[config.mk]
export PLATFORM = sky130hd
export DESIGN_NAME = adc_lane_packer
export DESIGN_NICKNAME = d
export VERILOG_FILES = /design/src/rtl/adc_pack_pkg.sv /design/src/rtl/lane_mode_decode.sv /design/src/rtl/lane_slot_place.sv /design/src/rtl/word_assembler.sv /design/src/rtl/adc_lane_packer.sv
export SDC_FILE = /design/constraint.sdc
export NUM_CORES = 1
export LEC_CHECK = 0
export CAP_MARGIN = 15
export CORE_MARGIN = 2
export CORE_UTILIZATION = 40
export DETAILED_ROUTE_END_ITERATION = 8
export GPL_ROUTABILITY_DRIVEN = 0
export PLACE_DENSITY = 0.67
export SLEW_MARGIN = 5
export SYNTH_ARGS = -nofsm -noshare
export SYNTH_HDL_FRONTEND = slang
export SYNTH_HIERARCHICAL = 1
export SYNTH_SLANG_ARGS = --single-unit
[constraint.sdc]
create_clock -name clk_i -period 5.1 [get_ports clk_i]
set_clock_uncertainty 0.2 [all_clocks]
set_input_delay 1.02 -clock clk_i [delete_from_list [all_inputs] [get_ports clk_i]]
set_output_delay 1.02 -clock clk_i [all_outputs]
set_load 0.05 [all_outputs]
[src/rtl/adc_pack_pkg.sv]
package adc_pack_pkg;
  localparam int unsigned LANES  = 4;
  localparam int unsigned SLOT_W = 2;

  typedef enum logic [1:0] {
    PK_ALL  = 2'd0,
    PK_PAIR = 2'd1,
    PK_ONE  = 2'd2
  } pack_mode_e;

  function automatic logic [SLOT_W-1:0] last_slot(input pack_mode_e m);
    case (m)
      PK_ONE:  return SLOT_W'(3);
      PK_PAIR: return SLOT_W'(1);
      default: return SLOT_W'(0);
    endcase
  endfunction
endpackage

[src/rtl/lane_mode_decode.sv]
module lane_mode_decode
  import adc_pack_pkg::*;
#(
  parameter int unsigned N_LANES = LANES,
  localparam int unsigned IDX_W  = $clog2(N_LANES)
) (
  input  logic [N_LANES-1:0] en_i,
  output pack_mode_e         mode_o,
  output logic [IDX_W-1:0]   base_o,
  output logic [N_LANES-1:0] need_o
);
  localparam logic [N_LANES-1:0] PAIR0 = N_LANES'(4'b0011);
  localparam logic [N_LANES-1:0] PAIR1 = N_LANES'(4'b1100);

  logic one_hot;
  logic [IDX_W-1:0] hot_idx;

  always_comb begin
    hot_idx = '0;
    for (int k = 0; k < int'(N_LANES); k++) begin
      if (en_i[k]) hot_idx = IDX_W'(k);
    end
  end

  assign one_hot = (en_i != '0) && ((en_i & (en_i - 1'b1)) == '0);

  always_comb begin
    mode_o = PK_ALL;
    base_o = '0;
    need_o = '1;
    if (one_hot) begin
      mode_o = PK_ONE;
      base_o = hot_idx;
      need_o = en_i;
    end else if (en_i == PAIR0) begin
      mode_o = PK_PAIR;
      base_o = IDX_W'(0);
      need_o = PAIR0;
    end else if (en_i == PAIR1) begin
      mode_o = PK_PAIR;
      base_o = IDX_W'(2);
      need_o = PAIR1;
    end
  end
endmodule

[src/rtl/lane_slot_place.sv]
module lane_slot_place
  import adc_pack_pkg::*;
#(
  parameter int unsigned LANE_W  = 16,
  parameter int unsigned N_LANES = LANES,
  localparam int unsigned WORD_W = LANE_W * N_LANES,
  localparam int unsigned IDX_W  = $clog2(N_LANES)
) (
  input  pack_mode_e        mode_i,
  input  logic [IDX_W-1:0]  base_i,
  input  logic [SLOT_W-1:0] slot_i,
  input  logic [WORD_W-1:0] lanes_i,
  output logic [WORD_W-1:0] chunk_o,
  output logic [WORD_W-1:0] mask_o
);
  logic [LANE_W-1:0]   one_piece;
  logic [2*LANE_W-1:0] pair_piece;
  logic [WORD_W-1:0]   one_ext, pair_ext, one_ones, pair_ones;

  assign one_piece  = lanes_i[int'(base_i)*LANE_W +: LANE_W];
  assign pair_piece = lanes_i[int'(base_i)*LANE_W +: 2*LANE_W];
  assign one_ext    = WORD_W'(one_piece);
  assign pair_ext   = WORD_W'(pair_piece);
  assign one_ones   = WORD_W'({LANE_W{1'b1}});
  assign pair_ones  = WORD_W'({2*LANE_W{1'b1}});

  always_comb begin
    case (mode_i)
      PK_ONE: begin
        chunk_o = one_ext << (int'(slot_i) * LANE_W);
        mask_o  = one_ones << (int'(slot_i) * LANE_W);
      end
      PK_PAIR: begin
        chunk_o = pair_ext << (int'(slot_i) * 2 * LANE_W);
        mask_o  = pair_ones << (int'(slot_i) * 2 * LANE_W);
      end
      default: begin
        chunk_o = lanes_i;
        mask_o  = '1;
      end
    endcase
  end
endmodule

[src/rtl/word_assembler.sv]
module word_assembler
  import adc_pack_pkg::*;
#(
  parameter int unsigned WORD_W = 64
) (
  input  logic              clk_i,
  input  logic              rst_ni,
  input  logic              take_i,
  input  logic              restart_i,
  input  logic [SLOT_W-1:0] last_i,
  input  logic [WORD_W-1:0] chunk_i,
  input  logic [WORD_W-1:0] mask_i,
  output logic [SLOT_W-1:0] slot_o,
  output logic [WORD_W-1:0] word_o,
  output logic              vld_o,
  output logic              sync_o
);
  logic [SLOT_W-1:0] slot_q;
  logic [WORD_W-1:0] acc_q, acc_base, acc_next;
  logic              pend_q, done;

  // restart drops the partial word and rewinds to slot 0
  assign slot_o   = restart_i ? '0 : slot_q;
  assign acc_base = restart_i ? '0 : acc_q;
  assign acc_next = (acc_base & ~mask_i) | chunk_i;
  assign done     = take_i && (slot_o == last_i);

  always_ff @(posedge clk_i or negedge rst_ni) begin
    if (!rst_ni) begin
      slot_q <= '0;
      acc_q  <= '0;
      word_o <= '0;
      vld_o  <= 1'b0;
      sync_o <= 1'b0;
      pend_q <= 1'b1;
    end else begin
      vld_o  <= done;
      sync_o <= done && (pend_q || restart_i);
      if (done) begin
        word_o <= acc_next;
        acc_q  <= '0;
        slot_q <= '0;
        pend_q <= 1'b0;
      end else begin
        if (take_i) begin
          acc_q  <= acc_next;
          slot_q <= slot_o + 1'b1;
        end else if (restart_i) begin
          acc_q  <= '0;
          slot_q <= '0;
        end
        if (restart_i) pend_q <= 1'b1;
      end
    end
  end
endmodule

[src/rtl/adc_lane_packer.sv]
module adc_lane_packer
  import adc_pack_pkg::*;
#(
  parameter int unsigned LANE_W  = 16,
  localparam int unsigned WORD_W = LANE_W * LANES,
  localparam int unsigned IDX_W  = $clog2(LANES)
) (
  input  logic              clk_i,
  input  logic              rst_ni,
  input  logic [WORD_W-1:0] lane_data_i,
  input  logic [LANES-1:0]  lane_en_i,
  input  logic [LANES-1:0]  lane_vld_i,
  output logic [WORD_W-1:0] word_o,
  output logic              word_vld_o,
  output logic              word_sync_o
);
  pack_mode_e        mode;
  logic [IDX_W-1:0]  base;
  logic [LANES-1:0]  need, en_q;
  logic [SLOT_W-1:0] slot;
  logic [WORD_W-1:0] chunk, mask;
  logic              take, restart;

  always_ff @(posedge clk_i or negedge rst_ni) begin
    if (!rst_ni) en_q <= '1;
    else         en_q <= lane_en_i;
  end

  assign restart = (lane_en_i != en_q);
  assign take    = &(lane_vld_i | ~need);

  lane_mode_decode #(.N_LANES(LANES)) u_dec (
    .en_i   (lane_en_i),
    .mode_o (mode),
    .base_o (base),
    .need_o (need)
  );

  lane_slot_place #(.LANE_W(LANE_W), .N_LANES(LANES)) u_place (
    .mode_i  (mode),
    .base_i  (base),
    .slot_i  (slot),
    .lanes_i (lane_data_i),
    .chunk_o (chunk),
    .mask_o  (mask)
  );

  word_assembler #(.WORD_W(WORD_W)) u_asm (
    .clk_i     (clk_i),
    .rst_ni    (rst_ni),
    .take_i    (take),
    .restart_i (restart),
    .last_i    (last_slot(mode)),
    .chunk_i   (chunk),
    .mask_i    (mask),
    .slot_o    (slot),
    .word_o    (word_o),
    .vld_o     (word_vld_o),
    .sync_o    (word_sync_o)
  );
endmodule

[Word level (Yosys, flattened, before mapping)]
Index checks and enable logic that the tools add are counted.
Cells by class
  add/subtract/negate cells: 2
  equality and inequality tests: 6
  shifts and indexed selects: 6
  muxes and demuxes: 23
  bitwise operators: 6
  reductions and logical operators: 8
Operator list (number)
  64-bit case mux with 2 select lines: 2
  64-bit 2-to-1 mux: 3
  64-bit AND: 1
  64-bit NOT: 1
  64-bit OR: 1
  64-bit by 7-bit indexed part select with 16-bit output: 1
  64-bit by 7-bit indexed part select with 32-bit output: 1
  16-bit by 6-bit << shifter with 64-bit output: 1
  16-bit by 6-bit << shifter with 64-bit output, first input constant: 1
  32-bit by 7-bit << shifter with 64-bit output: 1
  32-bit by 7-bit << shifter with 64-bit output, first input constant: 1
  2-bit 2-to-1 mux: 11
  4-bit 2-to-1 mux: 2
  4-bit AND: 1
  4-bit by 2-bit equality test with 1-bit output, second input constant: 1
  4-bit equality test, second input constant: 1
  4-bit logical NOT: 1
  1-bit 2-to-1 mux: 4
  4-bit != test: 1
  4-bit NOT: 1
  4-bit OR: 1
  2-bit case mux with 2 select lines: 1
  4-bit AND reduction: 1
  4-bit nonzero test: 1
  other kinds (8): 10
Word-level totals
  flip-flop bits (word level): 137
  input port bits: 74
  output and inout bits: 66
  logic and storage cells: 58

[Longest topological paths before layout]
  depth after elaboration: 12
  mapped depth: 14

[Cells and area by module]
The synthesis kept the hierarchy.
Modules (own cells, without submodules)
  word_assembler: instances 1, cells each 572, area each 6123.4 µm²
  lane_slot_place: instances 1, cells each 307, area each 2459.9 µm²
  adc_lane_packer: instances 1, cells each 17, area each 216.5 µm²
  lane_mode_decode: instances 1, cells each 26, area each 212.7 µm²

[Least setup slack after synthesis]
No wires, ideal clock.
  path type: input to register
  from: in lane_en_i[2]
  to: reg u_asm.word_o[59]
  arrival: 3849 ps
  slack: 926 ps
  stages on the path: 10
  cells stage by stage: xnor2_1 > nand4_1 > clkbuf_1 > nor2b_1 > buf_2 > inv_1 > o21ai_0 > buf_4 > o21bai_1 > mux2_4
On the way
  elaborated cells on any way between the ends: 40
  those cells by class: 1 x add/sub; 6 x eq/ne; 6 x shift; 16 x mux; 6 x bitwise; 5 x reduce/logical
RTL lines
  start, declared: line adc_lane_packer.sv:11  | input logic [LANES-1:0] lane_en_i,
  4-bit != test (*): line adc_lane_packer.sv:29  | assign restart = (lane_en_i != en_q);
  named net restart: line adc_lane_packer.sv:22  | logic take, restart;
  2-bit 2-to-1 mux (*)
  named net slot[0]: line adc_lane_packer.sv:20  | logic [SLOT_W-1:0] slot;
  32-bit by 7-bit << shifter with 64-bit output or 16-bit by 6-bit << shifter with 64-bit output (tied branches): line lane_slot_place.sv:35, lane_slot_place.sv:31
  64-bit case mux with 2 select lines (*): line lane_slot_place.sv:28  | case (mode_i)
  named net mask[59]: line adc_lane_packer.sv:21  | logic [WORD_W-1:0] chunk, mask;
  64-bit NOT (*): line word_assembler.sv:25  | assign acc_next = (acc_base & ~mask_i) | chunk_i;
  64-bit AND (*): line word_assembler.sv:25
  64-bit OR (*): line word_assembler.sv:25
  end signal, assigned: line word_assembler.sv:40  | word_o <= acc_next;
  end, declared: line word_assembler.sv:14  | output logic [WORD_W-1:0] word_o,
The timed path passes the listed nets; every way through them passes the cells marked *.
A chain may end at the register's enable or synchronous reset.

[Worst setup path after layout]
  from: in lane_en_i[1]
  to: reg u_asm.acc_q[26]
On the way
  elaborated cells on any way between the ends: 43
  those cells by class: 1 x add/sub; 6 x eq/ne; 6 x shift; 19 x mux; 6 x bitwise; 5 x reduce/logical
RTL lines
  4-bit by 1-bit subtractor with 4-bit output: line lane_mode_decode.sv:25  | assign one_hot = (en_i != '0) && ((en_i & (en_i - 1'b1)) == '0);
  4-bit AND: line lane_mode_decode.sv:25
  4-bit logical NOT: line lane_mode_decode.sv:25
  1-bit logical AND: line lane_mode_decode.sv:25
  4-bit 2-to-1 mux (*): line lane_mode_decode.sv:31  | if (one_hot) begin
  named net need[3]: line adc_lane_packer.sv:19  | logic [LANES-1:0] need, en_q;
  4-bit NOT (*): line adc_lane_packer.sv:30  | assign take = &(lane_vld_i | ~need);
  4-bit OR (*): line adc_lane_packer.sv:30
  4-bit AND reduction (*): line adc_lane_packer.sv:30
  named net take: line adc_lane_packer.sv:22
  64-bit 2-to-1 mux or 1-bit logical AND (tied branches): line word_assembler.sv:45, word_assembler.sv:26
  64-bit 2-to-1 mux (*): line word_assembler.sv:39  | if (done) begin
  end signal, assigned: line word_assembler.sv:46  | acc_q <= acc_next;
  end, declared: line word_assembler.sv:19  | logic [WORD_W-1:0] acc_q, acc_base, acc_next;
Marks and branches as above.

==> summary.txt <==
Placed design
  – Pre-CTS WS: 0.521 ns
  – Port Buffer Count: 139
  – Detailed-placement wirelength estimate: 18,600 um

Floorplanning
  – DIE WIDTH: 154 um
  – Core area: 22,000 um2
  – # IOs: 140
  – Initial Util: 41.0%
  – Site Rows: 54
  – Die Area: 23,700 um2
  – Die span in y: 154 um

Outcome
  – Status: finished, final reports clean

GRT
  – Overall routing resource usage: 22.6%
  – Initial antenna violation count: 0
  – First-pass GRT wire length: 41,300 um
  – Vias in the first global route: 7,197
  – Grt total ovfl: 0
  – Largest net degree at the start of global routing: 105

Clock tree
  – Root Driver: clkbuf_16
  – TritonCTS Buffers: 17
  – Clock tree from TritonCTS: yes
  – Setup Fix Bufs, Post-CTS: 0
  – CTS max path bufs: 2
  – Cts-stage hold buffer count: 0
  – Htree depth: 4
  – Worst-Skew Late Latency: 0.43 ns
  – Reg clk slew, reported paths: 0.06 ns
  – Clk sink count: 137
  – Post-CTS sizing: 0

Routing
  – Vias per cell: 5.80
  – DR vias: 7,393
  – Initial drt markers: 762
  – Detailed Routing Iterations Pass 1: 5
  – DRT Wirelength: 26,400 um
  – Post-route DRC: 0
  – Antenna viol nets, final: 0
  – Wirelength per Cell: 20.7 um

STA
  – Period utilization: 81.5%
  – Least-Margin Pin Slew: 1.18 ns
  – Final worst setup slack: 0.943 ns
  – Peak Freq: 241 MHz
  – Rel. slew slack: 21.1%
  – Max Transition Viols Final: 0
  – Hold slack: 0.304 ns
  – Setup violators final: 0
  – Setup_tns: 0 ns
  – Final Hold Fails: 0
  – RSZ-0062 raised after global routing: false
  – Post-route minimum period: 4.16 ns

Finish
  – Layout Area Growth over Synthesis: 21.3%
  – Ant. Diodes: 0
  – Commonest non-fill, non-tap cell in the layout: clkdlybuf4s50_1
  – Layout cell share with drive strength beyond 1: 17.1%
  – Leading cell types in the layout, fill and taps excluded: 138 x clkdlybuf4s50_1, 132 x dfrtp_1, 129 x a21oi_1, 72 x nor2_1, 65 x o21bai_1
  – Final nets: 1,059

Synth
  – Mux cell area share after synthesis: 14.2%
  – Xor/xnor cell area share of the yosys netlist: 0.875%
  – Largest family of logic cells by synthesized area: compound AO/OA/AOI/OAI gates
  – Simple-gate share of the synthesized area: 13.8%
  – Area of the mapped netlist: 9010 um2
  – Area fraction in compound gates after synthesis: 22.7%
  – Cell variety after synth: 58
  – Synthesized net count: 999
  – Post-Synth Adder-Cell Area: 0.416%
  – Post-synth EDFFs: 0
  – Avg Inst Size Synth: 9.77 um2
  – Ys Warns: 6
  – Post-synthesis sequential area ratio: 38.1%
  – Post-synthesis async set-or-reset flop share: 100%
  – Synth Flop Type: dfrtp_1
  – Number of synthesized register bits: 137
  – Cells after synthesis: 922

Worst setup path
  – Critical path's slowest cell: buf_4
  – CP Cell Sequence: clkdlybuf4s50_1 > buf_4 > o21ai_0 > or3b_1 > nor2b_1 > a2111oi_4 > buf_4 > a21oi_1 > a21oi_1 > nor2_1
  – CP max FO: 104
  – CP top delay family: buffers and inverters
  – Worst setup path category: input port to flip-flop
  – Worst setup SP type: input port
  – Crit path largest cell delay: 0.86 ns
  – Critical path capture point type: flip-flop
  – Critical Path RT: 5.21 ns
  – Worst Path Arrival: 4.27 ns
  – Buffers and inverters on the worst path: 3

Power
  – Worst VDD drop: 0.212 mV
  – Pwr Density: 442 nW/um2
  – LEAKAGE: 4.37 nW

Run
  – Maxcap violations: 0

Min path
  – Worst hold path type: flip-flop to flip-flop
## kinds of logic (layout without fill, tap and decap cells)
family / after synthesis / after routing
AOI/OAI and AO/OA: 304 / 304
xor gates and xnor gates: 9 / 9
adders and majority gates: 3 / 3
buffers and inverters: 146 / 219
DFF: 137 / 137
muxes: 98 / 98
and+or+nand+nor: 225 / 225
## cell type report
cell class	instances	area (um2)
well taps	280	350
flip-flops and latches	137	3430
inverters	15	56.3
repair buffers	172	1720
clock buffers	21	470
multi-input cells	639	4740
fillers	1978	11000
clock inverters	11	168
## power breakdown
part | internal (W) | switching (W) | leakage, nW
Sequential | 0.00133 | 0.000151 | 1.79
Clock | 0.000856 | 0.000481 | 0.309
Combinational | 0.000751 | 0.00126 | 2.27
Total | 0.00294 | 0.00190 | 4.37
## metal layers
metal | vias up | share of wire, % | track usage [%]
met5 | - | 0 | 0
li1 | 3416 | - | -
met1 | 3618 | 44 | 30.5
met2 | 314 | 46 | 35.1
met3 | 45 | 7.2 | 5.69
met4 | 0 | 2.6 | 8.06
## Yosys cell counts (8+ instances only)
cell / count / area [um2]
dfrtp_1: 132 / 3300
a21oi_1: 129 / 646
nor2_1: 72 / 270
buf_4: 67 / 503
o21bai_1: 65 / 488
nand2b_1: 64 / 400
mux2_2: 58 / 653
a22o_1: 32 / 280
buf_2: 28 / 140
nand2_1: 28 / 105
clkbuf_1: 27 / 101
o211ai_1: 21 / 158
mux2i_1: 18 / 180
mux4_2: 16 / 360
inv_1: 15 / 56.3
a32oi_1: 10 / 87.6
o21ai_0: 10 / 50.1
a41oi_1: 9 / 78.8
and2_1: 9 / 56.3
a22oi_1: 8 / 60.1
## path summary, 6_finish.rpt
| kind | from | end | slack (ns) | cells after the start |
|---|---|---|---|---|
| min in group asynchronous | rst_ni | u_asm/word_o[57] | 0.35 | 1 |
| max in group asynchronous | rst_ni | u_asm/word_o[25] | 3.35 | 2 |
| min reg2reg | u_asm/word_o[42] | u_asm/word_o[42] | 0.30 | 1 |
| max | lane_en_i[1] | u_asm/acc_q[26] | 0.94 | 10 |
| max reg2reg | en_q[2] | u_asm/word_o[62] | 1.86 | 9 |
| min | u_asm/word_o[42] | u_asm/word_o[42] | 0.30 | 1 |
## sequential cells by signal, summed over array words and instances, names as in the netlist
register and count:
u_asm/acc_q 64, u_asm/sync_o 1, u_asm/slot_q 2, u_asm/word_o 64
u_asm/vld_o 1, en_q 4, u_asm/pend_q 1
## metrics by stage
| stage | power [W] | area (um2) | util [%] | instances |
|---|---|---|---|---|
| 4_1_cts | 0.00487 | 10900 | 49.8 | 1275 |
| 3_5_place_dp | 0.00351 | 10300 | 46.9 | 1243 |
| 2_1_floorplan | 0.00285 | 9010 | - | 922 |
| 6_report | 0.00483 | 10900 | 49.8 | 1275 |
| 3_3_place_gp | 0.00350 | 10300 | 46.9 | 1243 |
| 5_1_grt | 0.00502 | 10900 | 49.8 | 1275 |
Note: power is estimated with default switching activity, not from simulation.
